### config.mk
export PLATFORM = sky130hd
export DESIGN_NAME = signed_alu_trap
export DESIGN_NICKNAME = d
export VERILOG_FILES = /design/src/rtl/salu_pkg.sv /design/src/rtl/salu_addsub.sv /design/src/rtl/salu_mul.sv /design/src/rtl/salu_trap.sv /design/src/rtl/signed_alu_trap.sv
export SDC_FILE = /design/constraint.sdc
export NUM_CORES = 1
export LEC_CHECK = 0
export BUFFER_PORTS_ARGS = -buffer_cell sky130_fd_sc_hd__buf_2
export CELL_PAD_IN_SITES_DETAIL_PLACEMENT = 2
export CELL_PAD_IN_SITES_GLOBAL_PLACEMENT = 2
export CORE_UTILIZATION = 35
export DETAILED_ROUTE_END_ITERATION = 12
export GPL_TIMING_DRIVEN = 0
export HOLD_SLACK_MARGIN = 0.08
export PLACE_DENSITY_LB_ADDON = 0.1
export SYNTH_ARGS = -nofsm -noshare
export SYNTH_HDL_FRONTEND = slang
export SYNTH_HIERARCHICAL = 1
export SYNTH_SLANG_ARGS = --single-unit
### constraint.sdc
create_clock -name clk -period 10.3 [get_ports clk]
set_input_delay 2.06 -clock clk [delete_from_list [all_inputs] [get_ports clk]]
set_output_delay 2.06 -clock clk [all_outputs]
set_load 0.02 [all_outputs]
### src/rtl/salu_pkg.sv
package salu_pkg;
  typedef enum logic [1:0] {
    OP_ADD = 2'b00,
    OP_SUB = 2'b01,
    OP_MUL = 2'b10,
    OP_RSV = 2'b11
  } salu_op_e;
endpackage

### src/rtl/salu_addsub.sv
// Add or subtract at one extra bit of width; the two top bits of the
// extended value give the range class (01 above, 10 below).
module salu_addsub #(
  parameter int DATA_W = 16
) (
  input  logic [DATA_W-1:0] a,
  input  logic [DATA_W-1:0] b,
  input  logic              sub,
  output logic [DATA_W-1:0] value,
  output logic              above,
  output logic              below
);
  localparam int EXT_W = DATA_W + 1;

  logic [EXT_W-1:0] ext_a;
  logic [EXT_W-1:0] ext_b;
  logic [EXT_W-1:0] ext_rhs;
  logic [EXT_W-1:0] ext_sum;

  always_comb begin
    ext_a   = {a[DATA_W-1], a};
    ext_b   = {b[DATA_W-1], b};
    ext_rhs = sub ? (~ext_b + EXT_W'(1)) : ext_b;
    ext_sum = ext_a + ext_rhs;
    value   = ext_sum[DATA_W-1:0];
    above   = (ext_sum[EXT_W-1:DATA_W-1] == 2'b01);
    below   = (ext_sum[EXT_W-1:DATA_W-1] == 2'b10);
  end
endmodule

### src/rtl/salu_mul.sv
// Full double-width signed product; in range only when every bit above
// the result's sign bit equals the product's sign.
module salu_mul #(
  parameter int DATA_W = 16
) (
  input  logic [DATA_W-1:0] a,
  input  logic [DATA_W-1:0] b,
  output logic [DATA_W-1:0] value,
  output logic              above,
  output logic              below
);
  localparam int PROD_W = 2 * DATA_W;

  logic signed [PROD_W-1:0] wide_a;
  logic signed [PROD_W-1:0] wide_b;
  logic signed [PROD_W-1:0] prod;
  logic [PROD_W-DATA_W:0]   upper;

  always_comb begin
    wide_a = {{DATA_W{a[DATA_W-1]}}, a};
    wide_b = {{DATA_W{b[DATA_W-1]}}, b};
    prod   = wide_a * wide_b;
    upper  = prod[PROD_W-1:DATA_W-1];
    value  = prod[DATA_W-1:0];
    above  = !upper[PROD_W-DATA_W] && (|upper);
    below  = upper[PROD_W-DATA_W] && !(&upper);
  end
endmodule

### src/rtl/salu_trap.sv
// Sticky halt flag: set by any range event, cleared only by reset.
module salu_trap (
  input  logic clk,
  input  logic rst,
  input  logic set_evt,
  output logic halt
);
  always_ff @(posedge clk) begin
    if (rst) halt <= 1'b0;
    else if (set_evt) halt <= 1'b1;
  end


  sticky_hold_chk: assert property (@(posedge clk) disable iff (rst)
    halt |=> halt);
endmodule

### src/rtl/signed_alu_trap.sv
module signed_alu_trap #(
  parameter int DATA_W = 16
) (
  input  logic              clk,
  input  logic              rst,
  input  logic              valid,
  input  logic [1:0]        op,
  input  logic [DATA_W-1:0] opnd_a,
  input  logic [DATA_W-1:0] opnd_b,
  output logic [DATA_W-1:0] result,
  output logic              ovf_pos,
  output logic              ovf_neg,
  output logic              halt_err
);
  import salu_pkg::*;

  localparam logic [DATA_W-1:0] MOST_NEG = {1'b1, {(DATA_W-1){1'b0}}};
  localparam logic [DATA_W-1:0] ONE      = DATA_W'(1);

  salu_op_e          op_e;
  logic [DATA_W-1:0] as_val;
  logic              as_above;
  logic              as_below;
  logic [DATA_W-1:0] mul_val;
  logic              mul_above;
  logic              mul_below;
  logic [DATA_W-1:0] nxt_val;
  logic              nxt_above;
  logic              nxt_below;
  logic              nxt_load;

  assign op_e = salu_op_e'(op);

  salu_addsub #(.DATA_W(DATA_W)) u_addsub (
    .a     (opnd_a),
    .b     (opnd_b),
    .sub   (op_e == OP_SUB),
    .value (as_val),
    .above (as_above),
    .below (as_below)
  );

  salu_mul #(.DATA_W(DATA_W)) u_mul (
    .a     (opnd_a),
    .b     (opnd_b),
    .value (mul_val),
    .above (mul_above),
    .below (mul_below)
  );

  always_comb begin
    nxt_val   = result;
    nxt_above = 1'b0;
    nxt_below = 1'b0;
    nxt_load  = 1'b0;
    case (op_e)
      OP_ADD, OP_SUB: begin
        nxt_val   = as_val;
        nxt_above = as_above;
        nxt_below = as_below;
        nxt_load  = 1'b1;
      end
      OP_MUL: begin
        nxt_val   = mul_val;
        nxt_above = mul_above;
        nxt_below = mul_below;
        nxt_load  = 1'b1;
      end
      default: ;
    endcase
  end

  always_ff @(posedge clk) begin
    if (rst) begin
      result  <= '0;
      ovf_pos <= 1'b0;
      ovf_neg <= 1'b0;
    end else if (valid) begin
      if (nxt_load) result <= nxt_val;
      ovf_pos <= nxt_above;
      ovf_neg <= nxt_below;
    end
  end

  salu_trap u_trap (
    .clk     (clk),
    .rst     (rst),
    .set_evt (valid && (nxt_above || nxt_below)),
    .halt    (halt_err)
  );


  flag_excl_chk: assert property (@(posedge clk) disable iff (rst)
    !(ovf_pos && ovf_neg));


  flag_implies_halt_chk: assert property (@(posedge clk) disable iff (rst)
    (ovf_pos || ovf_neg) |-> halt_err);


  reserved_hold_chk: assert property (@(posedge clk) disable iff (rst)
    (valid && op == 2'b11) |=> ($stable(result) && !ovf_pos && !ovf_neg
                                && $stable(halt_err)));


  idle_hold_chk: assert property (@(posedge clk) disable iff (rst)
    !valid |=> ($stable(result) && $stable(ovf_pos) && $stable(ovf_neg)
                && $stable(halt_err)));


  mul_min_clean_chk: assert property (@(posedge clk) disable iff (rst)
    (valid && op == 2'b10 && opnd_a == MOST_NEG && opnd_b == ONE)
      |=> (!ovf_pos && !ovf_neg && result == MOST_NEG));


  add_sign_rule_chk: assert property (@(posedge clk) disable iff (rst)
    (valid && op == 2'b00 && !opnd_a[DATA_W-1] && !opnd_b[DATA_W-1])
      |=> (ovf_pos == result[DATA_W-1] && !ovf_neg));
endmodule

# After elaboration in Yosys (flattened, before gate mapping)
# Cells that the tools add are included.
# op_classes
n_addsub	2
multipliers	1
div	0
n_lt_le_gt_ge	0
n_eq_ne	4
shifts	0
mux	5
bitwise	1
reduce_logical	13
# op_table
op	count
multiplier 16 x 16 -> 32 bit	1
one-hot mux 16 bit (2 select lines)	1
adder 17 x 1 -> 17 bit, second input constant	1
adder 17 bit	1
2-to-1 mux 17 bit	1
NOT 17 bit	1
AND reduction 17 bit	1
OR reduction 17 bit	1
== test 2 x 1 -> 1 bit, second input constant	2
== test 2 bit, second input constant	2
one-hot mux 1 bit (2 select lines)	2
logical AND 1 bit	3
AND reduction 3 bit	1
OR reduction 3 bit	1
zero test 1 bit	2
zero test 2 bit	1
nonzero test 2 bit	1
OR reduction 2 bit	1
logical OR 1 bit	1
2-to-1 mux 1 bit	1
# word_totals
reg_bits	19
latchBits	0
ram_bits	0
rom_bits	0
inputBits	37
elab_cells	30
memories	0

# Logic depth before layout (Yosys ltp)
# Gate-level depths: netlist of run 1.
# depth
word_depth	8
ltp_mapped	29

# By module
# Netlist of run 1, hierarchy kept.
# modules_own_cells
mod	n_inst	cells_per_inst	area_each_um2
salu_mul	1	1102	9989.6
salu_addsub	1	155	1144.8
signed_alu_trap	1	104	817.0
salu_trap	1	2	30.0

# Worst setup path after synthesis of run 1
# No wires, ideal clock.
# synth_path
kind	input to register
start	in opnd_a[15]
end	reg u_trap.halt
t_arrival_ps	8514
t_required_ps	10185
setup_slack_ps	1671
stages	26
path_cell_list	clkbuf_1 -> nand2_1 -> inv_1 -> fa_1 -> inv_1 -> fa_1 -> inv_1 -> fa_1 -> fa_1 -> fa_1 -> inv_1 -> fa_1 -> inv_1 -> ha_1 -> a21oi_1 -> nor3b_1 -> o22ai_1 -> a31oi_1 -> xnor2_1 -> nand3_1 -> or4_1 -> o41a_1 -> nand2_1 -> a2bb2oi_1 -> a21boi_0 -> o21ba_1
# synth_via
word_cells_on_any_way	14
classes_between	add/sub (1); mul (1); eq/ne (2); mux (2); reduce/logical (8)
# synth_lines
element	line_no	text
from (decl)	signed_alu_trap.sv:8	input logic [DATA_W-1:0] opnd_a,
multiplier 16 x 16 -> 32 bit (*)	salu_mul.sv:22	prod = wide_a * wide_b;
OR reduction 17 bit / zero test 1 bit (equally long branches)	salu_mul.sv:25	above = !upper[PROD_W-DATA_W] && (|upper);
logical AND 1 bit (*)	salu_mul.sv:25	
named net mul_above	signed_alu_trap.sv:25	logic mul_above;
one-hot mux 1 bit (2 select lines) (*)	signed_alu_trap.sv:56	case (op_e)
logical OR 1 bit (*)	signed_alu_trap.sv:88	.set_evt (valid && (nxt_above || nxt_below)),
logical AND 1 bit (*)	signed_alu_trap.sv:88	
to (signal assigned)	salu_trap.sv:9	if (rst) halt <= 1'b0;
to (signal assigned)	salu_trap.sv:10	else if (set_evt) halt <= 1'b1;
to (decl)	salu_trap.sv:6	output logic halt
# Mark *: on every way through the listed nets, which the timed path passes. The rest lies on a longest branch.
# A chain may end at the register's enable or synchronous reset.

# Final worst setup path of run 1
# layout_path
start	in opnd_a[11]
end	reg u_trap.halt
# The elaborated chain is that of the path after synthesis.

==> results of run 1 <==
==> stage by stage <==
| step | instances | hold WS (ns) | cell area (µm²) | setup slack [ns] |
|---|---|---|---|---|
| 2_1_floorplan | 1363 | 0.556 | 12000 | 1.67 |
| 3_3_place_gp | 1866 | 0.454 | 12800 | 0.130 |
| 3_5_place_dp | 1866 | 0.466 | 12800 | 0.0523 |
| 4_1_cts | 1870 | 0.481 | 12900 | 0.300 |
| 5_1_grt | 1865 | 0.518 | 12900 | 0.0298 |
| 6_report | 1865 | 0.476 | 12900 | 0.339 |
==> worst register-to-register path: cells and delay by family (launching register included) <==
kind	cells	cell delay, ns
AND/OR/NAND/NOR	1	0.08
AO/OA/AOI/OAI	1	0.26
flip-flops	1	0.35
==> cells in the mapped netlist (4+ instances only) <==
master,number,area share
sky130_fd_sc_hd__o21a_1,9,0.0056
sky130_fd_sc_hd__xnor2_1,50,0.037
sky130_fd_sc_hd__o31ai_1,6,0.0038
sky130_fd_sc_hd__nand3_1,13,0.0054
sky130_fd_sc_hd__ha_1,100,0.10
sky130_fd_sc_hd__a21oi_1,38,0.016
sky130_fd_sc_hd__nand2b_1,9,0.0047
sky130_fd_sc_hd__nor2b_1,4,0.0021
sky130_fd_sc_hd__xor2_1,15,0.011
sky130_fd_sc_hd__nor3_1,12,0.0050
sky130_fd_sc_hd__a211oi_1,14,0.0088
sky130_fd_sc_hd__and2_1,114,0.060
sky130_fd_sc_hd__dfxtp_1,19,0.032
sky130_fd_sc_hd__buf_2,6,0.0025
sky130_fd_sc_hd__o21ai_0,21,0.0088
sky130_fd_sc_hd__nand2_1,191,0.060
sky130_fd_sc_hd__nor2_1,54,0.017
sky130_fd_sc_hd__a21o_1,18,0.011
sky130_fd_sc_hd__clkbuf_1,38,0.012
sky130_fd_sc_hd__o211ai_1,10,0.0063
sky130_fd_sc_hd__nor4_1,4,0.0021
sky130_fd_sc_hd__fa_1,263,0.44
sky130_fd_sc_hd__inv_1,274,0.086
sky130_fd_sc_hd__a311oi_1,16,0.012
sky130_fd_sc_hd__nand4_1,4,0.0021
sky130_fd_sc_hd__o21bai_1,5,0.0031
==> placed cells by master, fill, tap and decap left out, types with 4 or more instances in the layout <==
cell / n
sky130_fd_sc_hd__o211ai_1: 10
sky130_fd_sc_hd__dfxtp_1: 19
sky130_fd_sc_hd__o21bai_1: 5
sky130_fd_sc_hd__o31ai_1: 6
sky130_fd_sc_hd__xnor2_1: 50
sky130_fd_sc_hd__inv_1: 274
sky130_fd_sc_hd__a21o_1: 18
sky130_fd_sc_hd__clkbuf_1: 33
sky130_fd_sc_hd__a21oi_1: 38
sky130_fd_sc_hd__nor4_1: 4
sky130_fd_sc_hd__nor3_1: 12
sky130_fd_sc_hd__nand2_1: 191
sky130_fd_sc_hd__ha_1: 100
sky130_fd_sc_hd__nand2b_1: 9
sky130_fd_sc_hd__o21a_1: 9
sky130_fd_sc_hd__a211oi_1: 14
sky130_fd_sc_hd__nand4_1: 4
sky130_fd_sc_hd__nand3_1: 13
sky130_fd_sc_hd__nor2b_1: 4
sky130_fd_sc_hd__fa_1: 263
sky130_fd_sc_hd__a311oi_1: 16
sky130_fd_sc_hd__xor2_1: 15
sky130_fd_sc_hd__nor2_1: 54
sky130_fd_sc_hd__and2_1: 114
sky130_fd_sc_hd__buf_2: 61
sky130_fd_sc_hd__o21ai_0: 21
==> path summary, 6_finish.rpt <==
check | end | slack, ns | cells past startpoint
max reg2reg | result[8]$_SDFFE_PP0P_ | 9.52 | 2
max | u_trap/halt$_SDFFE_PP0P_ | 0.34 | 26
min reg2reg | u_trap/halt$_SDFFE_PP0P_ | 0.48 | 1
min | u_trap/halt$_SDFFE_PP0P_ | 0.48 | 1
==> area by class of cell <==
class	count	area, µm²	share of cell area
Buffer	45	196	0.0153
Clock buffer	3	75.1	0.00583
Clock inverter	1	5.00	0.000389
Inverter	274	1030	0.0799
Multi-Input combinational cell	1020	10400	0.804
Sequential cell	19	380	0.0295
Tap cell	448	561	0.0435
Timing Repair Buffer	55	275	0.0214
==> state kept, by name (all words and copies together), names as in the netlist <==
register,cells
ovf_pos,1
result,16
u_trap/halt,1
ovf_neg,1
==> kinds of logic (layout without fill, tap and decap cells) <==
logic type	count (synthesis)	count (layout)	share of synthesized area
AOI/OAI and AO/OA	168	168	0.102
and+or+nand+nor	424	424	0.171
buffers and inverters	324	378	0.104
DFF	19	19	0.0317
adders and majority gates	363	363	0.544
xor gates and xnor gates	65	65	0.0475
==> routing by layer <==
layer	vias up	part of all wire
met5	-	0
met4	0	0.014
met3	29	0.024
met2	111	0.51
met1	4976	0.45
li1	4327	-
==> metrics.yaml, run 1 <==
die:
  die-width_um: 187
  initial_utilization: 0.356
  core_area_um2: 33600
  die_height_um: 187
  floorplan.die_area_um2: 35000
  i_o_pin_count: 56
  row_count: 67
setup_path:
  critPathCaptureType: "flop"
  critPathRequiredTime_ns: 10.45
  crit_family: "adder cells"
  critical_path_arrival_ns: 10.11
  startpoint_type: "input pin"
  worstSetupPathType: "input pin to flop"
  worst_setup_path_startpoint: "opnd_a[11]"
  critPathBufInv: 6
  critical_path.reg2reg.startpoint: "result[8]$_SDFFE_PP0P_"
  crit_path_max_fanout: 10
  most_frequent_cp_cell: "sky130_fd_sc_hd__fa_1"
  critical_path.slowest_cell: "sky130_fd_sc_hd__clkbuf_1"
  cpPeakStageDelay_ns: 0.70
grt:
  grt_start_max_net_pins: 13
  gr-usage-met1: 0.340
  met3_usage: 0.00863
  global_route_met2_usage: 0.443
  grt_pass1_wl_um: 65900
  grt_antenna_before_repair: 3
  grt_pass1_vias: 11100
  grt.total_usage: 0.249
  globalRoute.busiestLayer: "met2"
  grt-ovfl-total: 0
min_path:
  hold_path_class: "flop to flop"
  min_from: "u_trap/halt$_SDFFE_PP0P_"
finish:
  antennaDiodeCount: 0
  filler_cell_count: 3835
  area.growth.synth_to_final_pct: 7.49
  final_net_count: 1818
  drive_gt1_frac: 0.0607
  finish.utilization: 0.383
clock_tree:
  cts.htree.levels: 1
  cts_setup_buffers: 0
  clk_pin_slew_worst_paths_ns: 0.06
  cts_inserted_buffers: 3
  cts_tree: "built"
  clock_sinks: 19
  cts-root-to-sink-buffers: 2
  clock_latency_ns: 0.25
  cts_repair_resize_count: 0
  ctsRootBufferMaster: "sky130_fd_sc_hd__clkbuf_16"
  hold_buf_count_cts: 0
timing:
  finalSetupViolCount: 0
  clock.fmax_mhz: 100
  rsz0062_at_grt: "no"
  timing.setup.tns_ns: 0
  timing.final.hold_violations: 0
  worst_clock_skew_ns: 0
  final_min_period_over_clock_period: 0.967
  tightest_slew_ns: 0.905
  timing.max_slew.rel_slack: 0.397
  min_period_ns: 9.96
  slew_viol_final: 0
synth:
  yosys_most_used_dff: "sky130_fd_sc_hd__dfxtp_1"
  async_flop_share: 0
  syn-cell-area_um2: 12000
  mappedNetlistNets: 1763
  synth_seq_cells: 19
  post_synth_inst_count: 1363
  synth_sequential_area_ratio: 0.0317
  number_of_warnings_reported_in_the_yosys_synthesis_log: 6
  yosysUniqueCellTypes: 64
  mean_post_synth_cell_area_um2: 8.79
  synth_enable_flop_cells: 0
placement:
  port_buffers: 55
  dp.final_hpwl_um: 35500
  place_congestion: 0.814
detailed_routing:
  vias_per_cell: 5.06
  drt_iter0_markers: 299
  via_count: 9443
  drt_wl_total_um: 41200
  detail_route.wl_per_cell_um: 22.1
  drt-pass1-iter-count: 4
  detail-route-antenna-nets: 0
  drc: 0
flow_run:
  max-cap-violations: 0
status:
  result_of_the_run: "finished clean"
Power of run 1 is left out: the tool's default activity adds up to more than one toggle a clock period on the data nets, which glitch-free logic cannot reach.
==> inputs of run 2 (changes only) <==
--- a/config.mk
+++ b/config.mk
@@ -10,3 +10,4 @@
 export CELL_PAD_IN_SITES_GLOBAL_PLACEMENT = 2
-export CORE_UTILIZATION = 35
+export CORE_UTILIZATION = 41
+export CTS_CLUSTER_SIZE = 16
 export DETAILED_ROUTE_END_ITERATION = 12
--- a/constraint.sdc
+++ b/constraint.sdc
@@ -3,2 +3,2 @@
 set_output_delay 2.06 -clock clk [all_outputs]
-set_load 0.02 [all_outputs]
+set_load 0.005 [all_outputs]
==> run 2 against run 1 <==
Against the previous run: utilization rose by 6.3 points; cell count fell by 3.4%; worst setup slack got worse by 0.0067 ns; global-route usage rose by 5.3 points; critical endpoint unchanged; largest cell class unchanged.
==> metrics.yaml, run 2 (synthesis results as in run 1) <==
status:
  result_of_the_run: "finished clean"
detailed_routing:
  wl_met1_um: 18600
  drt_iter0_markers: 425
  vias_per_cell: 5.39
  via_count: 9714
  drt-pass1-iter-count: 4
  drc: 0
  maxUsedRoutingLayer: "met4"
  met3_wirelength_um: 1150
  detail_route.wl_per_cell_um: 23.8
  detail-route-antenna-nets: 0
  drt_wl_total_um: 42900
  sum_of_met2_wire_segment_lengths_after_detailed_routing_um: 22000
finish:
  largest_register: "result"
  layout.cells.most_common: "sky130_fd_sc_hd__inv_1"
  drive_gt1_frac: 0.0621
  final_net_count: 1817
  layout_common_cells: "sky130_fd_sc_hd__inv_1, sky130_fd_sc_hd__fa_1, sky130_fd_sc_hd__nand2_1"
  sequential_cell_area_um2: 380
  area.growth.synth_to_final_pct: 6.83
  largest_register_ffs: 16
  multi_input_comb_area_um2: 10400
  filler_cell_count: 3255
  finalInstanceArea_um2: 12800
setup_path:
  critPathCaptureType: "flop"
  critical_path_arrival_ns: 10.12
  worstSetupPathType: "input pin to flop"
  critPathRequiredTime_ns: 10.45
  crit_path_max_fanout: 10
  startpoint_type: "input pin"
grt:
  grt-ovfl-total: 0
  grt.total_usage: 0.302
  grt_start_max_net_pins: 13
  grt_pass1_vias: 11500
  grt_antenna_before_repair: 3
  grt_pass1_wl_um: 67700
die:
  die_height_um: 173
  floorplan.die_area_um2: 29900
  i_o_pin_count: 56
  initial_utilization: 0.417
  row_count: 62
  core_area_um2: 28700
  die-width_um: 173
clock_tree:
  cts_tree: "built"
  ctsRootBufferMaster: "sky130_fd_sc_hd__clkbuf_16"
  cts_inserted_buffers: 3
  cts-root-to-sink-buffers: 2
  clock_latency_ns: 0.25
  cts_setup_buffers: 0
  cts.htree.levels: 1
  clock_sinks: 19
  clk_pin_slew_worst_paths_ns: 0.06
timing:
  timing.final.hold_violations: 0
  rsz0062_at_grt: "no"
  holdWs_ns: 0.472
  final_min_period_over_clock_period: 0.968
  timing.max_slew.rel_slack: 0.442
  slew_viol_final: 0
  worst_clock_skew_ns: 0
  clock.fmax_mhz: 100
  tightest_slew_ns: 0.837
  finalSetupViolCount: 0
  min_period_ns: 9.97
placement:
  place_congestion: 0.857
  detailed_place.area_um2: 12700
  dp.final_hpwl_um: 36600
  port_buffers: 55
min_path:
  hold_path_class: "flop to flop"
flow_run:
  max-cap-violations: 0
-- run 2: metal layers --
metal  track usage  up-vias
li1              -     4317
met1         0.391     5174
met2         0.550      167
met3        0.0169       56
met4        0.0763        0
met5             0        -
-- run 2: timing repair --
item / CTS / global route
gates resized for setup: 0 / 5
hold buffers: 0 / 0
hold endpoints to repair: 0 / 0
setup endpoints to repair: 0 / 1
-- run 2: final cells by class --
class,count,share of cell area
Buffer,44,0.0152
Sequential cell,19,0.0297
Inverter,274,0.0804
Timing Repair Buffer,55,0.0215
Tap cell,384,0.0375
Clock inverter,1,0.000391
Multi-Input combinational cell,1020,0.809
Antenna cell,1,0.000196
Clock buffer,3,0.00587
-- run 2: worst paths after layout --
check / start / to / slack (ns) / cells after the start
min reg2reg: u_trap/halt$_SDFFE_PP0P_ / u_trap/halt$_SDFFE_PP0P_ / 0.47 / 1
max reg2reg: result[11]$_SDFFE_PP0P_ / result[11]$_SDFFE_PP0P_ / 9.50 / 2
max: opnd_a[6] / u_trap/halt$_SDFFE_PP0P_ / 0.33 / 28
min: u_trap/halt$_SDFFE_PP0P_ / u_trap/halt$_SDFFE_PP0P_ / 0.47 / 1
-- run 2: worst max-delay path, cell delays in order --
cell                        delay [ns]
sky130_fd_sc_hd__buf_2            0.27
sky130_fd_sc_hd__clkbuf_1         0.64
sky130_fd_sc_hd__nand2_1          0.16
sky130_fd_sc_hd__fa_1             0.54
sky130_fd_sc_hd__inv_1            0.05
sky130_fd_sc_hd__fa_1             0.51
sky130_fd_sc_hd__inv_1            0.06
sky130_fd_sc_hd__fa_1             0.53
sky130_fd_sc_hd__inv_1            0.05
sky130_fd_sc_hd__fa_1             0.46
sky130_fd_sc_hd__fa_1             0.49
sky130_fd_sc_hd__inv_1            0.05
sky130_fd_sc_hd__fa_1             0.52
sky130_fd_sc_hd__inv_1            0.06
sky130_fd_sc_hd__ha_1             0.27
sky130_fd_sc_hd__buf_2            0.19
sky130_fd_sc_hd__nand3_2          0.14
sky130_fd_sc_hd__a2111oi_2        0.49
sky130_fd_sc_hd__nand2_1          0.10
sky130_fd_sc_hd__a21oi_1          0.35
sky130_fd_sc_hd__o21ai_1          0.20
sky130_fd_sc_hd__xnor2_1          0.17
sky130_fd_sc_hd__or4_1            0.53
sky130_fd_sc_hd__o41a_1           0.45
sky130_fd_sc_hd__nand2_1          0.08
sky130_fd_sc_hd__a2bb2oi_1        0.30
sky130_fd_sc_hd__a21boi_0         0.19
sky130_fd_sc_hd__o21ba_1          0.19
-- run 2: stage by stage --
stage	TNS (ns)	util	worst slack, ns	cells
4_1_cts	0	0.447	0.0929	1806
2_1_floorplan	0	-	1.67	1363
3_3_place_gp	0	0.444	0.118	1802
6_report	0	0.446	0.332	1801
5_1_grt	0	0.446	0.0204	1800
3_5_place_dp	-0.0878	0.444	-0.0878	1802
Power of run 2 is left out for the same reason.
